<file path="src/rtl/wdt2_pkg.sv">
package wdt2_pkg;

    localparam int DEF_PRELOAD_W = 20;
    localparam int DEF_SLOW_SHIFT = 15;
    localparam int DEF_FAST_SHIFT = 5;

    typedef enum logic [1:0] {
        PH_OFF   = 2'd0,
        PH_WARN  = 2'd1,
        PH_FINAL = 2'd2,
        PH_HALT  = 2'd3
    } phase_e;

    typedef struct packed {
        logic irq;
        logic smi;
    } alert_t;

    // Warning kind: code 0 -> interrupt, code 2 -> management event, others silent
    function automatic alert_t alert_of(input logic fire, input logic [1:0] kind);
        alert_t a;
        a.irq = fire && (kind == 2'd0);
        a.smi = fire && (kind == 2'd2);
        return a;
    endfunction

endpackage

</file>
<file path="src/rtl/wdt2_period.sv">
module wdt2_period #(
    parameter int PRELOAD_W  = 20,
    parameter int SLOW_SHIFT = 15,
    parameter int FAST_SHIFT = 5,
    parameter int CNT_W      = PRELOAD_W + SLOW_SHIFT + 1
) (
    input  logic [PRELOAD_W-1:0] preload,
    input  logic                 fast,
    output logic [CNT_W-1:0]     period
);
    logic [CNT_W-1:0] wide;

    always_comb begin
        wide   = CNT_W'(preload);
        period = fast ? (wide << FAST_SHIFT) : (wide << SLOW_SHIFT);
    end
endmodule

</file>
<file path="src/rtl/wdt2_counter.sv">
module wdt2_counter #(
    parameter int CNT_W = 36
) (
    input  logic             clk,
    input  logic             rst,
    input  logic             load,
    input  logic [CNT_W-1:0] load_val,
    input  logic             run,
    output logic             expire
);
    localparam logic [CNT_W-1:0] ONE = CNT_W'(1);

    logic [CNT_W-1:0] cnt;

    always_ff @(posedge clk) begin
        if (rst)
            cnt <= '0;
        else if (load)
            cnt <= load_val;
        else if (run && cnt > ONE)
            cnt <= cnt - ONE;
    end

    assign expire = run && (cnt <= ONE);

    assert_hold_idle_R8: assert property (@(posedge clk) disable iff (rst)
        (!run && !load) |=> $stable(cnt));
endmodule

</file>
<file path="src/rtl/wdt2_core.sv">
module wdt2_core
    import wdt2_pkg::*;
#(
    parameter int PRELOAD_W  = DEF_PRELOAD_W,
    parameter int SLOW_SHIFT = DEF_SLOW_SHIFT,
    parameter int FAST_SHIFT = DEF_FAST_SHIFT
) (
    input  logic                 clk,
    input  logic                 rst,
    input  logic                 enable,
    input  logic                 reload,
    input  logic                 fast_scale,
    input  logic [PRELOAD_W-1:0] preload1,
    input  logic [PRELOAD_W-1:0] preload2,
    input  logic [1:0]           int_type,
    input  logic                 reboot_en,
    input  logic                 free_run,
    output logic                 irq_pulse,
    output logic                 smi_pulse,
    output logic                 reset_req,
    output logic                 timeout_flag,
    output logic [1:0]           stage
);
    localparam int CNT_W = PRELOAD_W + SLOW_SHIFT + 1;
    localparam int N_STAGES = 2;

    phase_e           phase;
    logic             en_q;
    logic             en_rise, start1, running, ctr_expire;
    logic             warn_done, final_done, ctr_load;
    logic [CNT_W-1:0] ctr_val;
    alert_t           alert;

    logic [PRELOAD_W-1:0] pl  [N_STAGES];
    logic [CNT_W-1:0]     per [N_STAGES];

    assign pl[0] = preload1;
    assign pl[1] = preload2;

    for (genvar g = 0; g < N_STAGES; g++) begin : g_per
        wdt2_period #(
            .PRELOAD_W (PRELOAD_W),
            .SLOW_SHIFT(SLOW_SHIFT),
            .FAST_SHIFT(FAST_SHIFT),
            .CNT_W     (CNT_W)
        ) u_per (
            .preload(pl[g]),
            .fast   (fast_scale),
            .period (per[g])
        );
    end

    always_comb begin
        en_rise    = enable && !en_q;
        running    = (phase == PH_WARN) || (phase == PH_FINAL);
        start1     = enable && (en_rise || (reload && phase != PH_OFF));
        warn_done  = enable && !start1 && (phase == PH_WARN) && ctr_expire;
        final_done = enable && !start1 && (phase == PH_FINAL) && ctr_expire;
        ctr_load   = start1 || warn_done || (final_done && !reboot_en && free_run);
        ctr_val    = warn_done ? per[1] : per[0];
        alert      = alert_of(warn_done, int_type);
    end

    wdt2_counter #(.CNT_W(CNT_W)) u_ctr (
        .clk     (clk),
        .rst     (rst),
        .load    (ctr_load),
        .load_val(ctr_val),
        .run     (enable && running),
        .expire  (ctr_expire)
    );

    always_ff @(posedge clk) begin
        if (rst) begin
            phase        <= PH_OFF;
            en_q         <= 1'b0;
            irq_pulse    <= 1'b0;
            smi_pulse    <= 1'b0;
            reset_req    <= 1'b0;
            timeout_flag <= 1'b0;
        end else begin
            en_q      <= enable;
            irq_pulse <= alert.irq;
            smi_pulse <= alert.smi;
            reset_req <= final_done && reboot_en;
            if (final_done && reboot_en)
                timeout_flag <= 1'b1;

            if (!enable)
                phase <= PH_OFF;
            else if (start1)
                phase <= PH_WARN;
            else if (warn_done)
                phase <= PH_FINAL;
            else if (final_done)
                phase <= reboot_en ? PH_OFF : (free_run ? PH_WARN : PH_HALT);
        end
    end

    assign stage = (phase == PH_FINAL || phase == PH_HALT) ? 2'd2 : 2'd1;

    assert_alert_excl_R3: assert property (@(posedge clk) disable iff (rst)
        !(irq_pulse && smi_pulse));
    assert_warn_enters_final_R1: assert property (@(posedge clk) disable iff (rst)
        (irq_pulse || smi_pulse) |-> stage == 2'd2);
    assert_reset_single_R4: assert property (@(posedge clk) disable iff (rst)
        reset_req |=> (!reset_req && stage == 2'd1));
    assert_reset_sets_flag_R5: assert property (@(posedge clk) disable iff (rst)
        reset_req |-> timeout_flag);
    assert_flag_sticky_R5: assert property (@(posedge clk) disable iff (rst)
        timeout_flag |=> timeout_flag);
    assert_disable_quiet_R8: assert property (@(posedge clk) disable iff (rst)
        !enable |=> (!irq_pulse && !smi_pulse && !reset_req && stage == 2'd1));
endmodule

</file>
<file path="config.mk">
export PLATFORM = sky130hd
export DESIGN_NAME = wdt2_core
export DESIGN_NICKNAME = d
export VERILOG_FILES = /design/src/rtl/wdt2_pkg.sv /design/src/rtl/wdt2_period.sv /design/src/rtl/wdt2_counter.sv /design/src/rtl/wdt2_core.sv
export SDC_FILE = /design/constraint.sdc
export NUM_CORES = 1
export LEC_CHECK = 0
export BUFFER_PORTS_ARGS = -buffer_cell sky130_fd_sc_hd__buf_2
export CORE_ASPECT_RATIO = 1.2
export CORE_MARGIN = 10
export CORE_UTILIZATION = 63
export CTS_CLUSTER_DIAMETER = 50
export DETAILED_ROUTE_END_ITERATION = 8
export PLACE_DENSITY = 0.92
export SYNTH_ARGS = -nofsm -noshare
export SYNTH_HDL_FRONTEND = slang
export SYNTH_HIERARCHICAL = 1
export SYNTH_SLANG_ARGS = --single-unit
</file>
<file path="constraint.sdc">
create_clock -name clk -period 5.2 [get_ports clk]
set_input_delay 0.52 -clock clk [delete_from_list [all_inputs] [get_ports clk]]
set_output_delay 0.52 -clock clk [all_outputs]
set_load 0.005 [all_outputs]
</file>
Word level (Yosys, flattened, before mapping)
Index checks and enable logic that the tools add are counted.
- bitwise logic cells: 1
- muxes and demuxes: 11
- add/sub/neg operators: 1
- equality and inequality tests: 4
- magnitude comparators: 2
- reductions and logical operators: 31
- operators by type and width (cell ; count):
    $mux 36 ; 3
    $mux 35 ; 2
    $gt 36x1->1 const B ; 1
    $le 36x1->1 const B ; 1
    $sub 36x1->36 const B ; 1
    $logic_and 1x1->1 ; 16
    $mux 2 ; 5
    $eq 2x2->1 const B ; 3
    $reduce_bool 2->1 ; 3
    $logic_or 1x1->1 ; 5
    $logic_not 1->1 ; 3
    $reduce_bool 3->1 ; 1
    $reduce_or 3->1 ; 1
    $eq 2x1->1 const B ; 1
    $logic_not 2->1 ; 1
    $reduce_or 2->1 ; 1
    $mux 1 ; 1
    $not 1->1 ; 1
- flip-flop bits (word level): 43
- input port bits: 49
- word-level logic and storage cells: 58
- output and inout bits: 6

Longest topological paths before layout
Gate-level depths: netlist (run 1).
- depth in word-level cells: 12
- depth in mapped cells: 14
- depth with buffers taken out: 13

By module
The synthesis (run 1) kept the hierarchy.
- by module, submodules not included (module ; area each (um^2) ; cells an instance ; instances):
    wdt2_counter ; 2215.9 ; 273 ; 1
    wdt2_core ; 952.2 ; 82 ; 1
    wdt2_period ; 345.3 ; 40 ; 2

Worst setup path before layout (run 1)
No wires, ideal clock.
- kind: reg-to-reg
- start: register u_ctr.cnt[9]
- end: register u_ctr.cnt[10]
- setup time: 92 ps
- path buffers: 2
- arrival time: 3160 ps
- setup slack: 1948 ps
- cell stages (with the launch flop): 13
- period minus slack after synthesis: 3252 ps
- cell sequence: dfxtp_1 > or4_4 > nand4b_1 > nor4_1 > nand3_1 > nor3b_1 > nand3b_1 > nand3_1 > clkbuf_1 > clkbuf_1 > nand2_1 > o41a_1 > o32ai_1
- cells in the longest elaborated chain, start to end: 7
- elaborated cells between the ends (all ways): 15
- ends and longest elaborated chain (what ; RTL line ; source):
    start, declared ; wdt2_counter.sv:13 ; logic [CNT_W-1:0] cnt;
    start signal, assigned ; wdt2_counter.sv:19 ; cnt <= load_val;
    start signal, assigned ; wdt2_counter.sv:21 ; cnt <= cnt - ONE;
    $le 36x1->1 (*) ; wdt2_counter.sv:24 ; assign expire = run && (cnt <= ONE);
    $logic_and 1x1->1 (*) ; wdt2_counter.sv:24 ;
    named net ctr_expire ; wdt2_core.sv:29 ; logic en_rise, start1, running, ctr_expire;
    $logic_and 1x1->1 ; wdt2_core.sv:58 ; final_done = enable && !start1 && (phase == PH_FINAL) && ctr_expire;
    $logic_and 1x1->1 (2 in series) ; wdt2_core.sv:59 ; ctr_load = start1 || warn_done || (final_done && !reboot_en && free_run);
    $logic_or 1x1->1 (*) ; wdt2_core.sv:59 ;
    named net ctr_load ; wdt2_core.sv:30 ; logic warn_done, final_done, ctr_load;
    $mux 36 or $reduce_bool 2->1 (tied branches) ; n/a ;
Mark *: on every way through the listed nets, which the timed path passes. The rest lies on a longest branch. The select of a mux whose other input is x is not followed.
A chain may end at the register's enable or synchronous reset.

Final worst setup path (run 1)
- start: register u_ctr.cnt[21]
- end: register u_ctr.cnt[35]
Same word-level chain as after synthesis.

==> metrics, run 1 <==
unrepaired setup endpoints after global routing no; number of remaining DRC errors 0; clock tree from TritonCTS yes; cts-stage hold buffer count 0; number of global-route vias before repair 3456; growth of design area from synthesis to finish 7.52%; Root Driver sky130_fd_sc_hd__clkbuf_8; Total Power around 870 uW; count of cells along the worst hold path 2; die outline height between 100 and 150 um; #FFs+latches synth 43; series of cell instances along the critical path nor4_1 -> nand4_1 -> nor4_1 -> nand3_1 -> nor3b_1 -> nand3b_1 -> nand3_1 -> inv_2 -> and3_1 -> a21oi_1 -> o22ai_1; clk sink count 43; Layout Nets 522; largest net degree at the start of global routing between 60 and 70; remaining max-slew budget at the tightest pin 29.0%; gr usage total 20.2%; number of rows in the core area 31; insertion delay to the later sink of the worst-skew pair 0.30 ns; Power Dens Cells roughly 210 nW/um^2; post-synthesis cell area 3860 um^2; initial antenna violation count 0; critical hold path startpoint int_type[1]; number of port buffers 54; most common cell after layout, fill and taps aside sky130_fd_sc_hd__mux2_4; worst vdd rail ir drop 110 uV; number of warnings issued by yosys 6; buffers inserted during post-CTS setup optimization 0; remaining antenna violation count 0; Initial DRC Count 302; Hold Crit Class in2reg; destination of the worst hold path irq_pulse; Most used DFF post-synth sky130_fd_sc_hd__dfxtp_1; CP peak stage delay 0.60 ns; outcome finished, final reports clean; global-route wire length before repair 16600 um; Buf+Inv Stages, Crit Path 1; count of unique library cells instantiated by Yosys 56; count of boundary I/O pins 55; endpoint of the lowest-slack register-to-register path u_ctr/cnt[35]; vias per inst 6.45; number of instances in the synthesized netlist 435; Routed Wire Length 9870 um; static leakage 1.74 nW; worst-case clock skew around 0.0038 ns; final-report setup violation count 0; Filler Cells Inserted around 460; antenna diode instance count 0; drt pass-1 iters 5; Reg2Reg Setup Slack 0.97 ns; routed wire length per instance around 18 um; initial cell density of the core 64.2%; CTS clk-pin slew, worst paths 0.08 ns; post-synthesis sequential area ratio between 20% and 30%; Routability Congestion approximately 0.90; count of maximum capacitance violations 0; launch instance of the worst register-to-register path u_ctr/cnt[21]; deepest level of the CTS H-tree 2; placeable core area about 6000 um^2; CTS resizes 0; sequential cell area 861 um^2; maximum net fanout on the critical path between 50 and 60; worst slew pin tran 1.06 ns; minimum clock period after layout about 4.2 ns; number of synthesized flops with an enable pin 0; kind of end point of the critical path register; data required time of the worst path 5.37 ns; post-detailed-placement half-perimeter wirelength approximately 7400 um; Avg Synthesized Cell Area 8.87 um^2; layout cells sized above 1 28.0%; Num CTS Buffers 5; post-route setup TNS 0 ns; Critical Path Source Type register; die extent in x 91.4 um; final count of pins violating max slew 0; CP top delay family simple AND/OR/NAND/NOR gates; most used cells in the layout excluding fill and tap cells sky130_fd_sc_hd__mux2_4, sky130_fd_sc_hd__buf_2, sky130_fd_sc_hd__dfxtp_1, sky130_fd_sc_hd__nor2_1; total number of vias around 3500; GRT Residual Overflow 0; Hold Vio Cnt, Final 0; area of the die 9670 um^2; post-synthesis async set-or-reset flop share 0%; master of the slowest instance on the critical path sky130_fd_sc_hd__nor4_1; cells on worst reg2reg path 11; area of combinational cells with multiple inputs 2750 um^2; maximum clock frequency 236 MHz; clk buf depth 2; CP arrival 4.40 ns; Worst Path Class, Setup reg2reg; share of the clock period used by the worst path after layout 81.4%
-- final cells by class --
class,count,area share (%)
inverter,11,0.995
timing repair buffer,57,7.06
tap,82,2.47
multi-input combinational,349,66.3
sequential,43,20.7
clock buffer,8,2.41
-- Yosys cell counts (4+ instances only) --
cell,number,area [um^2]
sky130_fd_sc_hd__nand3_1,6,30.0
sky130_fd_sc_hd__buf_2,7,35.0
sky130_fd_sc_hd__o311a_1,5,50.1
sky130_fd_sc_hd__nor2b_1,21,131
sky130_fd_sc_hd__a311oi_1,21,184
sky130_fd_sc_hd__nor3_1,11,55.1
sky130_fd_sc_hd__mux2_4,56,841
sky130_fd_sc_hd__or3_1,20,125
sky130_fd_sc_hd__o31a_1,4,35.0
sky130_fd_sc_hd__inv_1,9,33.8
sky130_fd_sc_hd__nand2b_1,7,43.8
sky130_fd_sc_hd__or2_2,4,25.0
sky130_fd_sc_hd__buf_6,6,67.6
sky130_fd_sc_hd__nand2_1,14,52.6
sky130_fd_sc_hd__and2_1,21,131
sky130_fd_sc_hd__nand4_1,6,37.5
sky130_fd_sc_hd__o21ai_0,9,45.0
sky130_fd_sc_hd__or4_1,16,120
sky130_fd_sc_hd__nor2_1,35,131
sky130_fd_sc_hd__a21oi_1,5,25.0
sky130_fd_sc_hd__clkbuf_1,17,63.8
sky130_fd_sc_hd__dfxtp_1,43,861
sky130_fd_sc_hd__o31ai_1,15,113
sky130_fd_sc_hd__o211ai_1,4,30.0
sky130_fd_sc_hd__buf_4,12,90.1
sky130_fd_sc_hd__nor4_1,12,75.1
sky130_fd_sc_hd__ha_1,6,75.1
-- layer usage --
layer | global-route usage (%) | up-vias | routed length, um
li1 | - | 1686 | -
met1 | 21.5 | 1670 | 3790
met2 | 35.3 | 157 | 4960
met3 | 5.46 | 33 | 686
met4 | 10.9 | 0 | 438
met5 | 0 | - | 0
-- sequential cells by signal, summed over array words and instances (netlist names) --
signal and count:
phase 2, timeout_flag 1, en_q 1, u_ctr/cnt 36, reset_req 1, irq_pulse 1, smi_pulse 1
-- how the worst max path moves through the flow --
stage                     slack (ns)            end  cells after the start          start
final                           0.97  u_ctr/cnt[35]                     11  u_ctr/cnt[21]
after global routing            0.50  u_ctr/cnt[35]                     11  u_ctr/cnt[29]
after CTS                       1.03  u_ctr/cnt[35]                     11   u_ctr/cnt[9]
after detailed placement        1.02  u_ctr/cnt[35]                     11   u_ctr/cnt[9]
after global placement          1.28   u_ctr/cnt[7]                     11   u_ctr/cnt[9]
after floorplan                 1.95  u_ctr/cnt[10]                     12   u_ctr/cnt[9]
-- stage by stage --
step                setup slack, ns  area, um^2  util, %  std cells  hold slack, ns
floorplan                      1.95        3900        -        445           0.436
global route                  0.498        4150     69.0        550           0.386
detailed placement             1.02        4050     67.3        542           0.436
global placement               1.28        4050     67.3        542           0.431
CTS                            1.03        4150     69.0        550           0.381
finish                        0.966        4150     69.0        550           0.382
-- report_power, final --
group / switching, mW / internal (mW) / leakage [nW]
clock: 0.119 / 0.121 / 0.0515
sequential: 0.0263 / 0.352 / 0.355
combinational: 0.136 / 0.120 / 1.33
-- logic make-up (layout without fill, tap and decap cells) --
| family | after synthesis | in the layout | share of synthesized area [%] |
|---|---|---|---|
| simple gates | 191 | 191 | 28.8 |
| buf+inv | 53 | 76 | 7.72 |
| fa+ha+maj | 6 | 6 | 1.95 |
| flops | 43 | 43 | 22.3 |
| other cells | 2 | 12 | 0.195 |
| mux | 57 | 57 | 22.1 |
| xor+xnor | 4 | 4 | 0.908 |
| compound gates | 79 | 79 | 16.0 |
(Power assumes the default switching activity.)
==> run 2: changes to the inputs <==
--- a/config.mk
+++ b/config.mk
@@ -5,13 +5,14 @@
 export SDC_FILE = /design/constraint.sdc
 export NUM_CORES = 1
 export LEC_CHECK = 0
+export ABC_AREA = 1
 export BUFFER_PORTS_ARGS = -buffer_cell sky130_fd_sc_hd__buf_2
 export CORE_ASPECT_RATIO = 1.2
 export CORE_MARGIN = 10
-export CORE_UTILIZATION = 63
+export CORE_UTILIZATION = 54
 export CTS_CLUSTER_DIAMETER = 50
 export DETAILED_ROUTE_END_ITERATION = 8
-export PLACE_DENSITY = 0.92
+export PLACE_DENSITY = 0.83
 export SYNTH_ARGS = -nofsm -noshare
 export SYNTH_HDL_FRONTEND = slang
 export SYNTH_HIERARCHICAL = 1
==> constraint.sdc (replaced) <==
create_clock -name clk -period 3.7 [get_ports clk]
set_input_delay 0.37 -clock clk [delete_from_list [all_inputs] [get_ports clk]]
set_output_delay 0.37 -clock clk [all_outputs]
set_load 0.005 [all_outputs]
==> metrics, run 2 <==
clk buf depth 2 (unchanged); final-report setup violation count 0 (unchanged); post-detailed-placement half-perimeter wirelength 8970 um (+21%); placeable core area 8110 um^2 (+35%); clock tree from TritonCTS yes; deepest level of the CTS H-tree 2 (unchanged); Hold Vio Cnt, Final 0 (unchanged); Int Pwr 1.05 mW (+77%); launch instance of the worst register-to-register path u_ctr/cnt[0]; growth of design area from synthesis to finish 6.24%; Buf+Inv Stages, Crit Path 2 (+1); GRT Residual Overflow 0 (unchanged); total number of vias 5008 (+41%); drt pass-1 iters 5 (unchanged); initial antenna violation count 0 (unchanged); Reg2Reg Setup Slack 0.57 ns (-0.39 ns); insertion delay to the later sink of the worst-skew pair 0.30 ns (about the same); Most used DFF post-synth sky130_fd_sc_hd__dfxtp_1; Routability Congestion 0.965 (+7.3%); post-route setup TNS 0 ns (unchanged); buffers inserted during post-CTS setup optimization 0 (unchanged); series of cell instances along the critical path inv_1 -> ha_1 -> nand2_2 -> nor2_4 -> nand3_1 -> nand2_2 -> nand2_4 -> nor2_1 -> nand2_1 -> nor2_1 -> nand3_1 -> nand3_1 -> inv_2 -> nand2_4 -> nand2_1 -> a21oi_2; outcome finished, final reports clean; worst vdd rail ir drop 182 uV (+66%); remaining max-slew budget at the tightest pin 37.4% (+8.4 points); layout cells sized above 1 11.9% (-16 points); post-synthesis cell area 4470 um^2 (+16%); area of the die 12300 um^2 (+28%); post-layout worst setup margin 0.572 ns (-0.394 ns); Power Dens Cells 387 nW/um^2 (+84%); count of boundary I/O pins 55 (unchanged); vias per inst 5.18 (-20%); Root Driver sky130_fd_sc_hd__clkbuf_8; #FFs+latches synth 43 (unchanged); post-synthesis async set-or-reset flop share 0% (unchanged); global-route wire length before repair 20000 um (+20%); remaining antenna violation count 0 (unchanged); Initial DRC Count 419 (+39%); post-synthesis sequential area ratio 19.3% (-3.0 points); most used cells in the layout excluding fill and tap cells sky130_fd_sc_hd__nand2_1, sky130_fd_sc_hd__nor2_1, sky130_fd_sc_hd__inv_1, sky130_fd_sc_hd__nand3_1, sky130_fd_sc_hd__buf_2; count of unique library cells instantiated by Yosys 33 (-41%); largest registers ranked by flip-flop count u_ctr/cnt (36), phase (2); Num CTS Buffers 5 (unchanged); count of cells along the worst hold path 2 (unchanged); register with the highest flop count u_ctr/cnt; Area contributors post-synth sky130_fd_sc_hd__nand2_1, sky130_fd_sc_hd__dfxtp_1, sky130_fd_sc_hd__nor2_1; cell type with the highest aggregate area in the netlist sky130_fd_sc_hd__nand2_1; CTS clk-pin slew, worst paths 0.09 ns (about the same); fraction of power spent switching nets 42.8% (+11 points); destination of the worst hold path irq_pulse; endpoint of the lowest-slack register-to-register path u_ctr/cnt[12]; Critical Path Source Type register; minimum clock period after layout 3.13 ns (-1.11 ns); number of synthesized flops with an enable pin 0 (unchanged); Most common cell on crit path sky130_fd_sc_hd__nand3_1; number of remaining DRC errors 0 (unchanged); final count of pins violating max slew 0 (unchanged); unrepaired setup endpoints after global routing no; most common cell in the synthesized netlist sky130_fd_sc_hd__nand2_1; antenna diode instance count 0 (unchanged); kind of end point of the critical path register; gr usage total 19.5% (-0.64 points); die extent in x 103 um (+13%); number of port buffers 54 (unchanged); cts-stage hold buffer count 0 (unchanged); maximum net fanout on the critical path 49 (-9.3%); number of rows in the core area 36 (+16%); Routed Wire Length 12000 um (+22%); CTS resizes 0 (unchanged); Avg Synthesized Cell Area 5.30 um^2 (-40%); setup slack at placement 0.639 ns (-0.382 ns); maximum clock frequency 320 MHz (+35%); net switching power 786 uW (+180%); cells on worst reg2reg path 16 (+5); Layout Nets 926 (+77%); number of warnings issued by yosys 6 (unchanged); data required time of the worst path 3.93 ns (-1.44 ns); Hold Crit Class in2reg; part of the power in registers 29.5% (-14 points); critical hold path startpoint int_type[1]; number of flip-flops under the largest register name 36 (unchanged); count of maximum capacitance violations 0 (unchanged); clock network power share 24.3% (-3.2 points); share of the clock period used by the worst path after layout 84.5% (+3.1 points); worst-case clock skew 0.00455 ns (+0.000733 ns); CP top delay family simple AND/OR/NAND/NOR gates; area share of the largest cell type after synthesis 30.6% (+8.3 points); static leakage 2.74 nW (+57%); Worst Path Class, Setup reg2reg; master of the slowest instance on the critical path sky130_fd_sc_hd__nand2_4; CP arrival 3.36 ns (-1.04 ns); number of global-route vias before repair 4447 (+29%); initial cell density of the core 55.1% (-9.1 points); die outline height 120 um (+13%); clk sink count 43 (unchanged); Total Power 1.84 mW (+110%); worst slew pin tran 0.939 ns (-0.125 ns); most common cell after layout, fill and taps aside sky130_fd_sc_hd__nand2_1; number of instances in the synthesized netlist 843 (+94%); routed wire length per instance 12.4 um (-31%); CP peak stage delay 0.51 ns (-0.09 ns); commonest cells in the synthesized netlist sky130_fd_sc_hd__nand2_1, sky130_fd_sc_hd__nor2_1, sky130_fd_sc_hd__inv_1, sky130_fd_sc_hd__nand3_1, sky130_fd_sc_hd__dfxtp_1; largest net degree at the start of global routing 63 (+3.3%); power share of the combinational group 46.2% (+17 points)
run 2: changes by cell type after synthesis, sizes merged, moves of 12 or more:
cell / delta
nand2: +356
inv: +83
and2: -21
o21bai: +12
nand3: +77
or4: -19
o31ai: -15
mux2: -57
nor2b: -21
nor2: +79
a311oi: -21
or3: -20
a21oi: +36
run 2: how the worst max path moves through the flow:
stage	from	to	slack, ns	cells past startpoint
floorplan	u_ctr/cnt[0]	u_ctr/cnt[13]	1.01	19
global placement	u_ctr/cnt[0]	u_ctr/cnt[10]	0.69	18
detailed placement	u_ctr/cnt[0]	u_ctr/cnt[12]	0.64	16
finish	u_ctr/cnt[0]	u_ctr/cnt[12]	0.57	16
global route	u_ctr/cnt[0]	u_ctr/cnt[10]	0.26	18
CTS	u_ctr/cnt[0]	u_ctr/cnt[10]	0.60	18
run 2: cell families after synthesis:
logic type	Yosys count	synth area share, %
simple gates	582	54.7
xor+xnor	1	0.196
compound gates	69	9.24
fa+ha+maj	6	1.68
buf+inv	140	14.8
flops	43	19.3
other cells	2	0.168
run 2: area by class of cell:
cell class | instances | area, um^2
fillers | 830 | 3360
multi-input cells | 670 | 2990
flip-flops and latches | 43 | 861
inverters | 94 | 353
repair buffers | 57 | 293
well taps | 95 | 119
clock buffers | 5 | 68.8
clock inverters | 3 | 67.6
run 2: power groups by stage:
stage	combinational (mW)	clock, mW	sequential, mW
after floorplan	0.671	0	0.538
after global placement	0.824	0	0.549
after detailed placement	0.831	0	0.550
after CTS	0.837	0.454	0.540
after global routing	0.972	0.473	0.547
final	0.849	0.446	0.541
run 2: per-layer routing:
layer  global-route usage, %  share of wire, %  up-vias
li1                        -                 -     2628
met1                    24.6                44     2186
met2                    31.5                46      168
met3                    4.13               6.3       26
met4                    7.84               3.0        0
met5                       0                 0        -
run 2: metrics by stage:
stage	area [um^2]	instances	util, %	hold slack (ns)
after CTS	4750	967	58.5	0.222
after global placement	4610	959	56.9	0.436
after detailed placement	4610	959	56.9	0.451
after global routing	4750	967	58.5	0.218
final	4750	967	58.5	0.229
after floorplan	4510	853	-	0.439
run 2: worst register-to-register path, delay by kind of cell, from the launching register on:
kind / cells / cell delay (ns)
AO/OA/AOI/OAI: 1 / 0.13
adder cells (fa/ha/maj): 1 / 0.25
buffers and inverters: 2 / 0.44
flip-flops: 1 / 0.34
AND/OR/NAND/NOR: 12 / 1.90
